**src/rtl/prg_map_pkg.sv**
```systemverilog
package prg_map_pkg;

   localparam int BASE_W     = 10;
   localparam int REG_W      = 8;
   localparam int MODE_W     = 3;
   localparam int SEL_W      = 4;
   localparam int SLOTS      = 4;
   localparam int N_BANK     = 8;
   localparam int N_EXT      = 4;
   localparam int RAW_W      = BASE_W + 1;
   localparam int FIRST_HOLD = 5;

   typedef logic [RAW_W-1:0] raw_page_t;

   typedef struct packed {
      logic [N_BANK-1:0][REG_W-1:0] bank;
      logic [N_EXT-1:0][REG_W-1:0]  ext;
      logic [MODE_W-1:0]            mode;
      logic [BASE_W-1:0]            base;
      logic [SEL_W-1:0]             sel;
      logic                         swap;
      logic                         ext_mode;
   } map_state_t;

   function automatic logic [REG_W-1:0] bank_init(input int idx);
      if (idx == 0)      return '0;
      else if (idx == 1) return REG_W'(2);
      else if (idx < 6)  return REG_W'(idx + 2);
      else               return REG_W'(idx - 6);
   endfunction

   function automatic map_state_t state_init();
      map_state_t s;
      s = '0;
      for (int i = 0; i < N_BANK; i++) s.bank[i] = bank_init(i);
      for (int i = 0; i < N_EXT; i++)  s.ext[i]  = (i == 0) ? 8'hFE : 8'hFF;
      return s;
   endfunction

endpackage

```
**src/rtl/prg_map_regs.sv**
```systemverilog
module prg_map_regs
   import prg_map_pkg::*;
(
   input  logic             clk,
   input  logic             rst_n,
   input  logic             wr_en,
   input  logic [15:0]      wr_addr,
   input  logic [REG_W-1:0] wr_data,
   output map_state_t       st
);

   logic             outer_hit;
   logic             sel_hit;
   logic             load_hit;
   logic [SEL_W-1:0] idx;

   // outer registers: 0x4000-0x5FFF with address bits 14, 12 and 4 all set
   assign outer_hit = (wr_addr[15:13] == 3'b010) && wr_addr[12] && wr_addr[4];
   assign sel_hit   = wr_addr[15] && (wr_addr[14:13] == 2'b00) && !wr_addr[0];
   assign load_hit  = wr_addr[15] && (wr_addr[14:13] == 2'b00) &&  wr_addr[0];
   assign idx       = st.ext_mode ? st.sel : {1'b0, st.sel[2:0]};

   always_ff @(posedge clk or negedge rst_n) begin
      if (!rst_n) begin
         st <= state_init();
      end else if (wr_en) begin
         if (outer_hit) begin
            unique case (wr_addr[1:0])
               2'd0: begin
                  st.mode    <= wr_data[2:0];
                  st.base[8] <= wr_data[7];
                  st.base[7] <= wr_data[3];
               end
               2'd1: st.base[6:0] <= wr_data[6:0];
               2'd2: st.base[9]   <= wr_data[6];
               default: st.ext_mode <= wr_data[1];
            endcase
         end else if (sel_hit) begin
            st.sel  <= wr_data[SEL_W-1:0];
            st.swap <= wr_data[6];
         end else if (load_hit) begin
            if (idx < SEL_W'(N_BANK))
               st.bank[idx[2:0]] <= wr_data;
            else if (idx < SEL_W'(N_BANK + N_EXT))
               st.ext[idx[1:0]] <= wr_data;
         end
      end
   end

endmodule

```
**src/rtl/prg_slot_calc.sv**
```systemverilog
module prg_slot_calc
   import prg_map_pkg::*;
(
   input  map_state_t              st,
   output raw_page_t [SLOTS-1:0]   raw
);

   raw_page_t        base2;
   raw_page_t        inner;
   raw_page_t        outer;
   raw_page_t        quad;
   logic [REG_W-1:0] fixed_lo;
   logic [REG_W-1:0] fixed_hi;
   logic [SLOTS-1:0][REG_W-1:0] src;

   assign base2    = {st.base, 1'b0};
   assign inner    = RAW_W'(11'h03F >> st.mode);
   assign outer    = base2 & ~inner;
   assign quad     = {st.base[BASE_W-1:1], 2'b00};
   assign fixed_lo = st.ext_mode ? st.ext[0] : 8'hFE;
   assign fixed_hi = st.ext_mode ? st.ext[1] : 8'hFF;

   assign src[0] = st.swap ? fixed_lo   : st.bank[6];
   assign src[1] = st.bank[7];
   assign src[2] = st.swap ? st.bank[6] : fixed_lo;
   assign src[3] = fixed_hi;

   for (genvar s = 0; s < SLOTS; s++) begin : g_slot
      raw_page_t wide;
      assign wide = RAW_W'(src[s]);
      always_comb begin
         unique case (st.mode)
            3'd0, 3'd1, 3'd2:
               raw[s] = st.ext_mode ? (wide | base2) : ((wide & inner) | outer);
            3'd3:    raw[s] = base2 | RAW_W'(s % 2);
            3'd4:    raw[s] = quad | RAW_W'(s);
            default: raw[s] = '0;
         endcase
      end
   end

endmodule

```
**src/rtl/prg_map_hold.sv**
```systemverilog
module prg_map_hold
   import prg_map_pkg::*;
#(
   parameter int PAGE_W = 8
)(
   input  logic                         clk,
   input  logic                         rst_n,
   input  logic [MODE_W-1:0]            mode,
   input  raw_page_t [SLOTS-1:0]        raw,
   input  logic [1:0]                   rd_slot,
   output logic [SLOTS-1:0][PAGE_W-1:0] pages,
   output logic [PAGE_W-1:0]            rd_page
);

   logic [SLOTS-1:0][PAGE_W-1:0] live;
   logic [SLOTS-1:0][PAGE_W-1:0] held;
   logic                         hold_mode;

   assign hold_mode = mode >= MODE_W'(FIRST_HOLD);

   for (genvar s = 0; s < SLOTS; s++) begin : g_wrap
      if (PAGE_W <= RAW_W) begin : g_cut
         assign live[s] = raw[s][PAGE_W-1:0];
      end else begin : g_ext
         assign live[s] = {{(PAGE_W-RAW_W){1'b0}}, raw[s]};
      end
   end

   always_ff @(posedge clk or negedge rst_n) begin
      if (!rst_n)          held <= '0;
      else if (!hold_mode) held <= live;
   end

   assign pages   = hold_mode ? held : live;
   assign rd_page = pages[rd_slot];

endmodule

```
**src/rtl/prg_bank_mapper.sv**
```systemverilog
module prg_bank_mapper
   import prg_map_pkg::*;
#(
   parameter int ROM_PAGES = 256,
   localparam int PAGE_W   = $clog2(ROM_PAGES)
)(
   input  logic                      clk,
   input  logic                      rst_n,
   input  logic                      wr_en,
   input  logic [15:0]               wr_addr,
   input  logic [7:0]                wr_data,
   input  logic [1:0]                rd_slot,
   output logic [PAGE_W-1:0]         rd_page,
   output logic [SLOTS*PAGE_W-1:0]   slot_pages
);

   if (ROM_PAGES < 4 || (ROM_PAGES & (ROM_PAGES - 1)) != 0) begin : g_bad_size
      $error("prg_bank_mapper: ROM_PAGES must be a power of two of at least 4");
   end

   map_state_t                    st;
   raw_page_t [SLOTS-1:0]         raw;
   logic [SLOTS-1:0][PAGE_W-1:0]  pages;
   logic [MODE_W-1:0]             cur_mode;

   assign cur_mode = st.mode;

   prg_map_regs i_regs (
      .clk     (clk),
      .rst_n   (rst_n),
      .wr_en   (wr_en),
      .wr_addr (wr_addr),
      .wr_data (wr_data),
      .st      (st)
   );

   prg_slot_calc i_calc (
      .st  (st),
      .raw (raw)
   );

   prg_map_hold #(.PAGE_W(PAGE_W)) i_hold (
      .clk     (clk),
      .rst_n   (rst_n),
      .mode    (cur_mode),
      .raw     (raw),
      .rd_slot (rd_slot),
      .pages   (pages),
      .rd_page (rd_page)
   );

   assign slot_pages = pages;

endmodule

```
**config.mk**
```make
export PLATFORM = sky130hd
export DESIGN_NAME = prg_bank_mapper
export DESIGN_NICKNAME = d
export VERILOG_FILES = /design/src/rtl/prg_map_pkg.sv /design/src/rtl/prg_map_regs.sv /design/src/rtl/prg_slot_calc.sv /design/src/rtl/prg_map_hold.sv /design/src/rtl/prg_bank_mapper.sv
export SDC_FILE = /design/constraint.sdc
export NUM_CORES = 1
export LEC_CHECK = 0
export BUFFER_PORTS_ARGS = -buffer_cell sky130_fd_sc_hd__buf_2
export CAP_MARGIN = 20
export CORE_ASPECT_RATIO = 0.75
export CORE_MARGIN = 1
export CORE_UTILIZATION = 35
export CTS_CLUSTER_DIAMETER = 60
export DETAILED_ROUTE_END_ITERATION = 12
export SETUP_SLACK_MARGIN = 0.05
export SLEW_MARGIN = 20
export SYNTH_ARGS = -nofsm -noshare
export SYNTH_HDL_FRONTEND = slang
export SYNTH_HIERARCHICAL = 1
export SYNTH_SLANG_ARGS = --single-unit
export TNS_END_PERCENT = 5
```
**constraint.sdc**
```tcl
create_clock -name clk -period 2.7 [get_ports clk]
set_input_delay 0.405 -clock clk [delete_from_list [all_inputs] [get_ports clk]]
set_output_delay 0.405 -clock clk [all_outputs]
set_load 0.005 [all_outputs]
```
## Word level (Yosys, flattened, before mapping)

Cells that the tools add are included.
W data, S select, Z words.

- Register bits: 144
- Bits of input ports: 29
- Output and inout port bits: 40
- Word-level logic and storage cells: 96

- Magnitude comparators: 8
- Equality and inequality tests: 7
- Shift-type cells: 1
- Mux-type cells: 22
- Bitwise operators: 18
- Reduce and logical (&&, ||, !) cells: 19

Operators by type and width:

| cell | number |
|---|---|
| $pmux W8 S3 | 4 |
| $mux W8 | 11 |
| $bwmux W64 | 1 |
| $or A8 B8 Y8 | 8 |
| $and A8 B8 Y8 | 5 |
| $bwmux W32 | 1 |
| $mux W32 | 1 |
| $demux W8 S3 | 1 |
| $bmux W8 S2 | 1 |
| $demux W8 S2 | 1 |
| $reduce_and A3 Y1 | 4 |
| $eq A3 B2 Y1 const B | 3 |
| $lt A4 B4 Y1 const B | 2 |
| $not A8 Y8 | 1 |
| $shr A6 B3 Y8 const A | 1 |
| $logic_and A1 B1 Y1 | 7 |
| $lt A2 B3 Y1 const B | 2 |
| $reduce_and A6 Y1 | 1 |
| $reduce_or A3 Y1 | 2 |
| $reduce_and A5 Y1 | 1 |
| $logic_not A2 Y1 | 2 |
| $lt A3 B4 Y1 const B | 1 |
| $mux W4 | 1 |
| $not A1 Y1 | 4 |
| other kinds (9) | 9 |

## Depth between registers and ports, before layout

Gate-level depths: netlist of the first run.

- Depth after elaboration: 9
- Gate-level depth with buffers: 8
- Mapped depth without buffers: 6

## Cells and area by module

Netlist of the first run, hierarchy kept.

Modules (own cells, without submodules):

| module | instances | cells an instance | area each (um2) | seq. area each (um2) |
|---|---|---|---|---|
| prg_map_regs | 1 | 279 | 4,655.7 | 2,929.1 |
| prg_map_hold | 1 | 115 | 1,836.8 | 800.8 |
| prg_slot_calc | 1 | 178 | 1,033.5 | 0.0 |

## Worst setup path after synthesis of the first run

No wires, ideal clock.

- Kind: reg-to-output
- Start point: register, netlist name i_regs/st[0]
- End point: output port rd_page[2]
- Arrival time: 1.976 ns
- Data required time: 2.295 ns
- Path slack: 0.319 ns
- Stages on the path, launching flop included: 9
- Buffers on the path: 2
- Path through: dfrtp_1 > buf_2 > clkbuf_2 > nor3b_1 > a31oi_1 > o211ai_1 > o221ai_1 > mux2_4 > mux4_2

RTL lines:

| element | RTL line | source |
|---|---|---|
| end, declared | prg_bank_mapper.sv:13 | `output logic [PAGE_W-1:0] rd_page,` |

==> results of run 1 <==
==> layer usage <==
metal	global-route usage [%]	routed length, um
met4	4.47	155
met1	24.0	5380
met5	0	0
met2	28.5	5710
met3	4.26	500
==> worst max-delay path, cell delays in order, from the launching register on <==
cell	delay (ns)
dfrtp_2	0.48
buf_6	0.13
or3b_1	0.33
o221a_2	0.14
o21ai_2	0.11
nand2_1	0.07
mux2_4	0.27
mux4_2	0.47
buf_6	0.13
==> cell type report <==
class / count / area [um^2] / share of cell area, %
clock buffers: 10 / 239 / 4.03
repair buffers: 99 / 676 / 11.4
repair inverters: 1 / 5.00 / 0.0845
well taps: 171 / 214 / 3.61
clock inverters: 6 / 67.6 / 1.14
multi-input cells: 283 / 2660 / 44.9
flip-flops and latches: 80 / 2030 / 34.2
inverters: 8 / 33.8 / 0.570
==> metrics by stage <==
step	worst slack [ns]	util [%]
after floorplan	0.334	-
after detailed placement	0.0143	40.2
after global routing	-0.261	44.9
after global placement	0.0280	40.2
after CTS	-0.205	44.0
final	-0.184	44.9
==> report_power, final <==
part,internal [mW],switching (mW)
clock network,0.744,0.508
registers,1.32,0.0967
logic,0.527,0.433
==> path summary, 6_finish.rpt <==
path                                 start               to  slack, ns  cells past startpoint
setup / recovery              i_regs/st[0]       rd_page[4]      -0.18                      8
hold reg to reg            i_hold/held[21]  i_hold/held[21]       0.52                      1
setup reg to reg              i_regs/st[0]   i_regs/st[106]       0.58                      4
hold / removal                       rst_n   i_regs/st[109]       0.09                      1
min in group clk                wr_data[4]   i_regs/st[103]       0.35                      2
max in group asynchronous            rst_n     i_regs/st[1]       2.07                      1
==> what timing repair did <==
| action | 4_1_cts | 5_1_grt |
|---|---|---|
| resized for setup | 27 | 25 |
| setup endpoints to repair | 8 | 11 |
| setup buffers | 13 | 4 |
| pin swaps | 2 | 6 |
| hold endpoints to repair | 0 | 0 |
| gates cloned | 1 | 0 |
==> state kept, by name, summed over array words and instances, names as in the netlist <==
| signal | count |
|---|---|
| i_hold/held | 32 |
| i_regs/st | 48 |
==> flow_metrics.env, run 1 <==
export IMPL_routed_wl_mm=11.7
export IMPL_core_mm2=0.0132
export IMPL_placed_cells=624
export IMPL_fin_skew_ns=0.00601
export IMPL_hold_class="input port to asynchronous set/reset pin"
export IMPL_grtUsageTotal_pct=17.8
export IMPL_dieArea_mm2=0.0142
export IMPL_drt_antenna_violating_nets=0
export IMPL_clkLatencyLatePin_ns=0.34
export IMPL_grt_pass1_wl_mm=19.6
export IMPL_place_area_mm2=0.00531
export IMPL_htree_levels=3
export IMPL_critical_path_max_fanout=7
export IMPL_drt_first_iter_violations=250
export IMPL_required_ns=2.30
export IMPL_max_slew_margin_pct=51.4
export IMPL_drv_slew=0
export IMPL_finalPower_mw=3.63
export IMPL_layout_common_cells="mux2_2 (71), dfrtp_1 (59), buf_2 (55), mux2_4 (33), buf_4 (31)"
export IMPL_rsz0062_at_grt="true"
export IMPL_syn_cell_area_mm2=0.00481
export IMPL_overflow=0
export IMPL_hold_buffers=0
export IMPL_maxCapViolCount=0
export IMPL_powerDensity_mw_per_mm2=613
export IMPL_setup_tns_ns=-1.16
export IMPL_ir_drop_uv=329
export IMPL_end_kind="primary output"
export IMPL_antenna_cells=0
export IMPL_root_buffer="clkbuf_16"
export IMPL_clkTransAtPathRegs_ns=0.06
export IMPL_setup_worst_path_start_class="flop"
export IMPL_min_period_ns=2.88
export IMPL_portBuffers=59
export IMPL_grt_max_degree=81
export IMPL_dr_total_vias=3554
export IMPL_cts_buffers=9
export IMPL_via_per_inst=5.40
export IMPL_drc=0
export IMPL_hold_viol=0
export IMPL_period_share_pct=107
export IMPL_p_leak_nw=2.72
export IMPL_drive_gt1_share_pct=57.1
export IMPL_wl_per_cell_um=17.9
export IMPL_syn_avg_cell_area_um2=11.8
export IMPL_pin_count=69
export IMPL_tightest_slew_ns=0.729
export IMPL_fin_ws_ns=-0.184
export IMPL_status="finished, violations left"
export IMPL_cts_tree="built"
export IMPL_antenna_found_initial=0
export IMPL_nets=511
export IMPL_fmax_ghz=0.347
export IMPL_hpwl_mm=8.17
export IMPL_num_rows=36
export IMPL_crit_type="flop to primary output"
export IMPL_synthCells=409
export IMPL_area_growth_pct=23.1
export IMPL_die_w_um=137
export IMPL_violations="negative setup slack"
export IMPL_first_global_vias=3731
export IMPL_final_common_cell="mux2_2"
export IMPL_holdWs_ns=0.0886
export IMPL_firstDrtPassIters=4
export IMPL_place_congestion=0.811
export IMPL_instances_no_fill=658
export IMPL_finalSetupViolations=9
export IMPL_clock_sinks=80
export IMPL_syn_num_nets=438
export IMPL_crit_arrival_ns=2.48
export IMPL_fillers=1204
export IMPL_synth_warnings=6
export IMPL_clk_path_buf_depth=2
export IMPL_die_height_um=104
export IMPL_start_util_pct=36.5
export IMPL_stdcell_area_mm2=0.00592
Note: power is estimated with default switching activity, not from simulation.
==> run 2: changes to the inputs <==
--- a/config.mk
+++ b/config.mk
@@ -16,6 +16,5 @@
 export SLEW_MARGIN = 20
 export SYNTH_ARGS = -nofsm -noshare
 export SYNTH_HDL_FRONTEND = slang
-export SYNTH_HIERARCHICAL = 1
 export SYNTH_SLANG_ARGS = --single-unit
 export TNS_END_PERCENT = 5
==> run 2 against run 1 <==
Against the previous run: the flow now finishes without violations; sequential power hardly changed; die area is 12% lower; area after synthesis is 12% lower; global-route usage is 2.7 points higher; worst hold slack better by 0.25 ns; largest cell class unchanged; highest routed layer unchanged.
==> flow_metrics.env, run 2 <==
export IMPL_status="finished, final reports clean"
export IMPL_drc=0
export IMPL_seq_area_mm2=0.00203
export IMPL_hpwl_mm=8.30
export IMPL_yosys_cell_types_count=66
export IMPL_drv_slew=0
export IMPL_dieArea_mm2=0.0126
export IMPL_htree_levels=3
export IMPL_async_reset_ff_share_pct=100
export IMPL_min_period_ns=2.69
export IMPL_synth_ff_type="dfrtp_1"
export IMPL_first_global_vias=3422
export IMPL_multi_input_area_mm2=0.00218
export IMPL_syn_avg_cell_area_um2=10.7
export IMPL_crit_type="flop to primary output"
export IMPL_portBuffers=59
export IMPL_num_rows=34
export IMPL_seq_area_frac_synth_pct=47.7
export IMPL_tightest_slew_ns=0.624
export IMPL_setup_tns_ns=0
export IMPL_core_mm2=0.0117
export IMPL_powerDensity_mw_per_mm2=621
export IMPL_drt_first_iter_violations=164
export IMPL_cts_buffers=9
export IMPL_yosys_area_top_type="dfrtp_1"
export IMPL_overflow=0
export IMPL_root_buffer="clkbuf_16"
export IMPL_fillers=1078
export IMPL_antenna_cells=0
export IMPL_finalSetupViolations=0
export IMPL_hold_viol=0
export IMPL_drt_antenna_violating_nets=0
export IMPL_final_util_pct=45.9
export IMPL_fmax_ghz=0.372
export IMPL_reg_top3="i_regs.st: 48 flops, i_hold.held: 32 flops"
export IMPL_finalPower_mw=3.33
export IMPL_synthTopCellsByArea="dfrtp_1 (38%), mux2_2 (13%), dfstp_2 (9.9%)"
export IMPL_dr_total_vias=3611
export IMPL_die_w_um=129
export IMPL_crit_arrival_ns=2.28
export IMPL_synth_edff_count=0
export IMPL_die_height_um=97.3
export IMPL_largest_register="i_regs.st"
export IMPL_firstDrtPassIters=6
export IMPL_clock_sinks=80
export IMPL_area_growth_pct=26.6
export IMPL_grt_pass1_wl_mm=19.2
export IMPL_max_slew_margin_pct=58.4
export IMPL_grtUsageTotal_pct=20.5
export IMPL_required_ns=2.30
export IMPL_nets=505
export IMPL_ir_drop_uv=368
export IMPL_critical_path_max_fanout=7
export IMPL_fin_skew_ns=0.00611
export IMPL_synth_seq_cells=80
export IMPL_wl_per_cell_um=19.3
export IMPL_clkTransAtPathRegs_ns=0.06
export IMPL_largest_reg_flops=48
export IMPL_start_util_pct=36.2
export IMPL_clkLatencyLatePin_ns=0.34
export IMPL_end_kind="primary output"
export IMPL_maxCapViolCount=0
export IMPL_synth_warnings=0
export IMPL_cts_tree="built"
export IMPL_syn_cell_area_mm2=0.00424
export IMPL_syn_num_nets=426
export IMPL_setup_worst_path_start_class="flop"
export IMPL_ys_top_cells_by_count="dfrtp_1 (64), mux2_2 (49), nand2_1 (26)"
export IMPL_synth_most_common_cell="dfrtp_1"
export IMPL_holdWs_ns=0.340
export IMPL_antenna_found_initial=0
export IMPL_hold_class="input port to flop"
export IMPL_place_congestion=0.815
export IMPL_clk_path_buf_depth=2
export IMPL_period_share_pct=99.6
export IMPL_layout_common_cells="dfrtp_1 (59), buf_2 (59), mux2_2 (48), nand2_1 (24), buf_4 (24)"
export IMPL_synth_top_area_share_pct=37.8
export IMPL_synthCells=397
export IMPL_via_per_inst=5.62
export IMPL_drive_gt1_share_pct=45.1
export IMPL_routed_wl_mm=12.4
export IMPL_grt_max_degree=80
export IMPL_pin_count=69
export IMPL_rsz0062_at_grt="true"
export IMPL_p_leak_nw=2.41
[run 2: cell count changes in the layout (fill, tap and decap cells not counted), moves of 5 or more]
cell     before  now
mux4_2        8    2
nor3_1        4    9
buf_4        31   24
mux2_2       71   48
mux2_4       33    1
o21ai_0       6   16
o22ai_1       9   16
mux2_1       14    2
o22a_1        0    5
[run 2: kinds of logic (layout without fill, tap and decap cells)]
family          Yosys count  count (layout)  share of synthesized area (%)
simple gates            117             117                           15.4
compound gates          110             110                           17.7
flops                    80              80                           47.7
mux                      55              55                           15.1
buf+inv                  35             119                           4.04
[run 2: cell type report]
class | count | area share [%]
timing repair buffer | 96 | 12.3
sequential | 80 | 37.8
inverter | 7 | 0.490
clock buffer | 10 | 4.45
clock inverter | 6 | 0.653
tap | 162 | 3.78
multi-input combinational | 282 | 40.6
[run 2: where the power goes]
part	total [mW]	internal (mW)	switching, mW
registers	1.40	1.32	0.0816
clock network	1.12	0.640	0.484
logic	0.811	0.390	0.421
total	3.33	2.35	0.987
[run 2: metal layers]
| layer | up-vias | track usage (%) | wire [um] |
|---|---|---|---|
| met4 | 0 | 5.16 | 107 |
| met1 | 1811 | 30.2 | 5950 |
| li1 | 1646 | - | - |
| met3 | 9 | 4.74 | 850 |
| met2 | 145 | 30.0 | 5530 |
| met5 | - | 0 | 0 |
[run 2: path summary, 6_finish.rpt]
check                               start              end  slack [ns]  cells after the start
setup / recovery            i_regs.st[18]       rd_page[2]        0.01                      8
hold / removal                 wr_data[7]   i_regs.st[106]        0.34                      2
setup reg to reg             i_regs.st[0]   i_regs.st[102]        0.69                      6
hold reg to reg            i_regs.st[113]   i_regs.st[113]        0.51                      1
max in group asynchronous           rst_n    i_regs.st[32]        1.39                      4
min in group asynchronous           rst_n  i_hold.held[31]        0.52                      2
[run 2: critical path: stages (launching register included)]
cell and delay [ns]:
dfrtp_2 0.43, buf_6 0.15, buf_6 0.11, and4b_4 0.22
nor4_4 0.28, o41ai_2 0.14, mux2_4 0.27, o22a_1 0.21
buf_2 0.13
[run 2: metrics by stage]
step                      setup WS, ns  instance area (um^2)  instances
final                           0.0115                  5370        643
after floorplan                  0.624                  4240        397
after CTS                       0.0101                  5060        625
after detailed placement         0.227                  4740        609
after global placement           0.253                  4740        609
after global routing           -0.0509                  5370        643
[run 2: what timing repair did]
action,CTS,global route
hold endpoints to repair,0,13
resized for setup,15,34
hold buffers,0,1
setup endpoints to repair,8,8
pin swaps,2,7
buffers inserted,0,15
cloned,0,1
==> run 3: changes to the inputs <==
--- a/config.mk
+++ b/config.mk
@@ -9,9 +9,10 @@
 export CAP_MARGIN = 20
 export CORE_ASPECT_RATIO = 0.75
 export CORE_MARGIN = 1
-export CORE_UTILIZATION = 35
+export CORE_UTILIZATION = 50
 export CTS_CLUSTER_DIAMETER = 60
 export DETAILED_ROUTE_END_ITERATION = 12
+export PLACE_DENSITY = 0.72
 export SETUP_SLACK_MARGIN = 0.05
 export SLEW_MARGIN = 20
 export SYNTH_ARGS = -nofsm -noshare
==> run 3 against run 2 <==
Against the previous run: cell count shrank 8.4%; count of clock-buffer cells in the layout unchanged; global-route usage grew 7.2 points; critical path depth shrank 1; non-clock buffer count rose by 3; sequential cell count stayed put; largest cell class unchanged; largest power group unchanged.
==> flow_metrics.env, run 3 (synthesized netlist as in run 2, its figures left out) <==
export IMPL_p_int_mw=2.54
export IMPL_crit_arrival_ns=2.27
export IMPL_drt_first_iter_violations=305
export IMPL_grt_pass1_wl_mm=17.8
export IMPL_finalSetupViolations=0
export IMPL_htree_levels=3
export IMPL_met3_usage_pct=6.59
export IMPL_drt_antenna_violating_nets=0
export IMPL_p_switching_mw=0.984
export IMPL_die_height_um=81.7
export IMPL_wl_per_cell_um=20.2
export IMPL_fin_skew_ns=0.00675
export IMPL_fin_ws_ns=0.0253
export IMPL_antenna_found_initial=0
export IMPL_swShare_pct=27.9
export IMPL_tightest_slew_ns=0.683
export IMPL_holdWs_ns=0.353
export IMPL_area_growth_pct=26.3
export IMPL_reg_top3="i_regs.st: 48 flops, i_hold.held: 32 flops"
export IMPL_largest_register="i_regs.st"
export IMPL_core_mm2=0.00806
export IMPL_layout_common_cells="dfrtp_1 (59), buf_2 (59), mux2_2 (49), buf_4 (32), nand2_1 (26)"
export IMPL_root_buffer="clkbuf_16"
export IMPL_pwr_share_seq_pct=39.5
export IMPL_combPwrFrac_pct=22.7
export IMPL_p_leak_nw=2.44
export IMPL_grt_max_degree=81
export IMPL_place_congestion=0.849
export IMPL_holdPathStages=2
export IMPL_period_share_pct=99.1
export IMPL_reg2reg_from="i_regs.st[0]"
export IMPL_die_w_um=108
export IMPL_top_usage_layer="met2"
export IMPL_first_global_vias=3376
export IMPL_fillers=610
export IMPL_max_slew_margin_pct=54.5
export IMPL_dp_slack_ns=0.200
export IMPL_antenna_cells=0
export IMPL_cts_buffers=9
export IMPL_overflow=0
export IMPL_clkPwrFrac_pct=37.8
export IMPL_drc=0
export IMPL_critical_path_max_fanout=9
export IMPL_startpoint="i_regs.st[17]"
export IMPL_dieArea_mm2=0.00885
export IMPL_via_per_inst=6.28
export IMPL_min_period_ns=2.67
export IMPL_num_rows=28
export IMPL_clkLatencyLatePin_ns=0.34
export IMPL_use_met1_pct=37.5
export IMPL_finalPower_mw=3.53
export IMPL_firstDrtPassIters=5
export IMPL_drive_gt1_share_pct=45.2
export IMPL_hold_viol=0
export IMPL_maxCapViolCount=0
export IMPL_dr_total_vias=3696
export IMPL_start_util_pct=52.6
export IMPL_min_delay_start="wr_data[7]"
export IMPL_globalRouteMet2Util_pct=43.6
export IMPL_fmax_ghz=0.374
export IMPL_required_ns=2.30
export IMPL_worstRegToRegCells=7
export IMPL_nets=508
export IMPL_routed_wl_mm=11.9
export IMPL_largest_reg_flops=48
export IMPL_pin_count=69
export IMPL_setup_worst_path_start_class="flop"
export IMPL_seq_area_mm2=0.00203
export IMPL_rsz0062_at_grt="true"
export IMPL_clock_sinks=80
export IMPL_cts_tree="built"
export IMPL_hold_class="input port to flop"
export IMPL_clk_path_buf_depth=2
export IMPL_powerDensity_mw_per_mm2=659
export IMPL_portBuffers=59
export IMPL_multi_input_area_mm2=0.00217
export IMPL_ir_drop_uv=369
export IMPL_clkTransAtPathRegs_ns=0.06
export IMPL_status="finished, final reports clean"
export IMPL_crit_type="flop to primary output"
export IMPL_end_kind="primary output"
export IMPL_hpwl_mm=7.74
export IMPL_drv_slew=0
export IMPL_grtUsageTotal_pct=27.6
[run 3: cell count changes in the layout (fill, tap and decap cells not counted), sizes merged]
cell      before  now
buf           94   97
bufinv         0    2
clkinv         4    0
clkinvlp       2    3
inv            7    8
[run 3: metal layers]
layer	routed length, um	part of all wire (%)
met2	5580	47
met5	0	0
met3	1000	8.4
met4	219	1.8
met1	5100	43
[run 3: final timing paths]
check	slack [ns]	endpoint
min	0.35	i_regs.st[106]
min reg2reg	0.51	i_regs.st[5]
min in group asynchronous	0.50	i_hold.held[7]
max	0.03	rd_page[2]
max in group asynchronous	1.57	i_regs.st[32]
max reg2reg	0.50	i_regs.st[102]
[run 3: power groups by stage]
stage / logic, mW / registers, mW / clock network [mW]
2_1_floorplan: 0.438 / 1.37 / 0
3_3_place_gp: 0.646 / 1.42 / 0
3_5_place_dp: 0.661 / 1.42 / 0
4_1_cts: 0.673 / 1.40 / 1.36
5_1_grt: 0.875 / 1.41 / 1.40
6_report: 0.801 / 1.39 / 1.33
[run 3: layout make-up]
| class | instances | area share (%) |
|---|---|---|
| multi-input cells | 282 | 40.6 |
| repair buffers | 99 | 12.4 |
| inverters | 7 | 0.491 |
| flip-flops and latches | 80 | 37.9 |
| clock buffers | 10 | 4.46 |
| clock inverters | 6 | 1.71 |
| well taps | 105 | 2.45 |
[run 3: worst max-delay path: stages, from the launching register on]
cell	delay, ns
dfrtp_4	0.51
buf_12	0.15
and4b_4	0.22
nor4_4	0.31
o41ai_2	0.14
mux2_2	0.28
o22a_1	0.19
buf_2	0.12
[run 3: metrics by stage]
step,cells,instance area (um^2),setup TNS (ns),utilization [%]
global placement,553,4690,0,58.2
CTS,569,5030,0,62.5
floorplan,397,4240,0,-
global route,589,5350,-0.0335,66.4
detailed placement,553,4690,0,58.2
finish,589,5350,0,66.4
[run 3: repair_timing]
item                       CTS  global route
setup buffers                0            18
hold buffers                 0             1
gates resized for setup      8            27
hold endpoints to repair     0            18
setup endpoints to repair    9             9
gates cloned                 0             0
pin swaps                    1             7
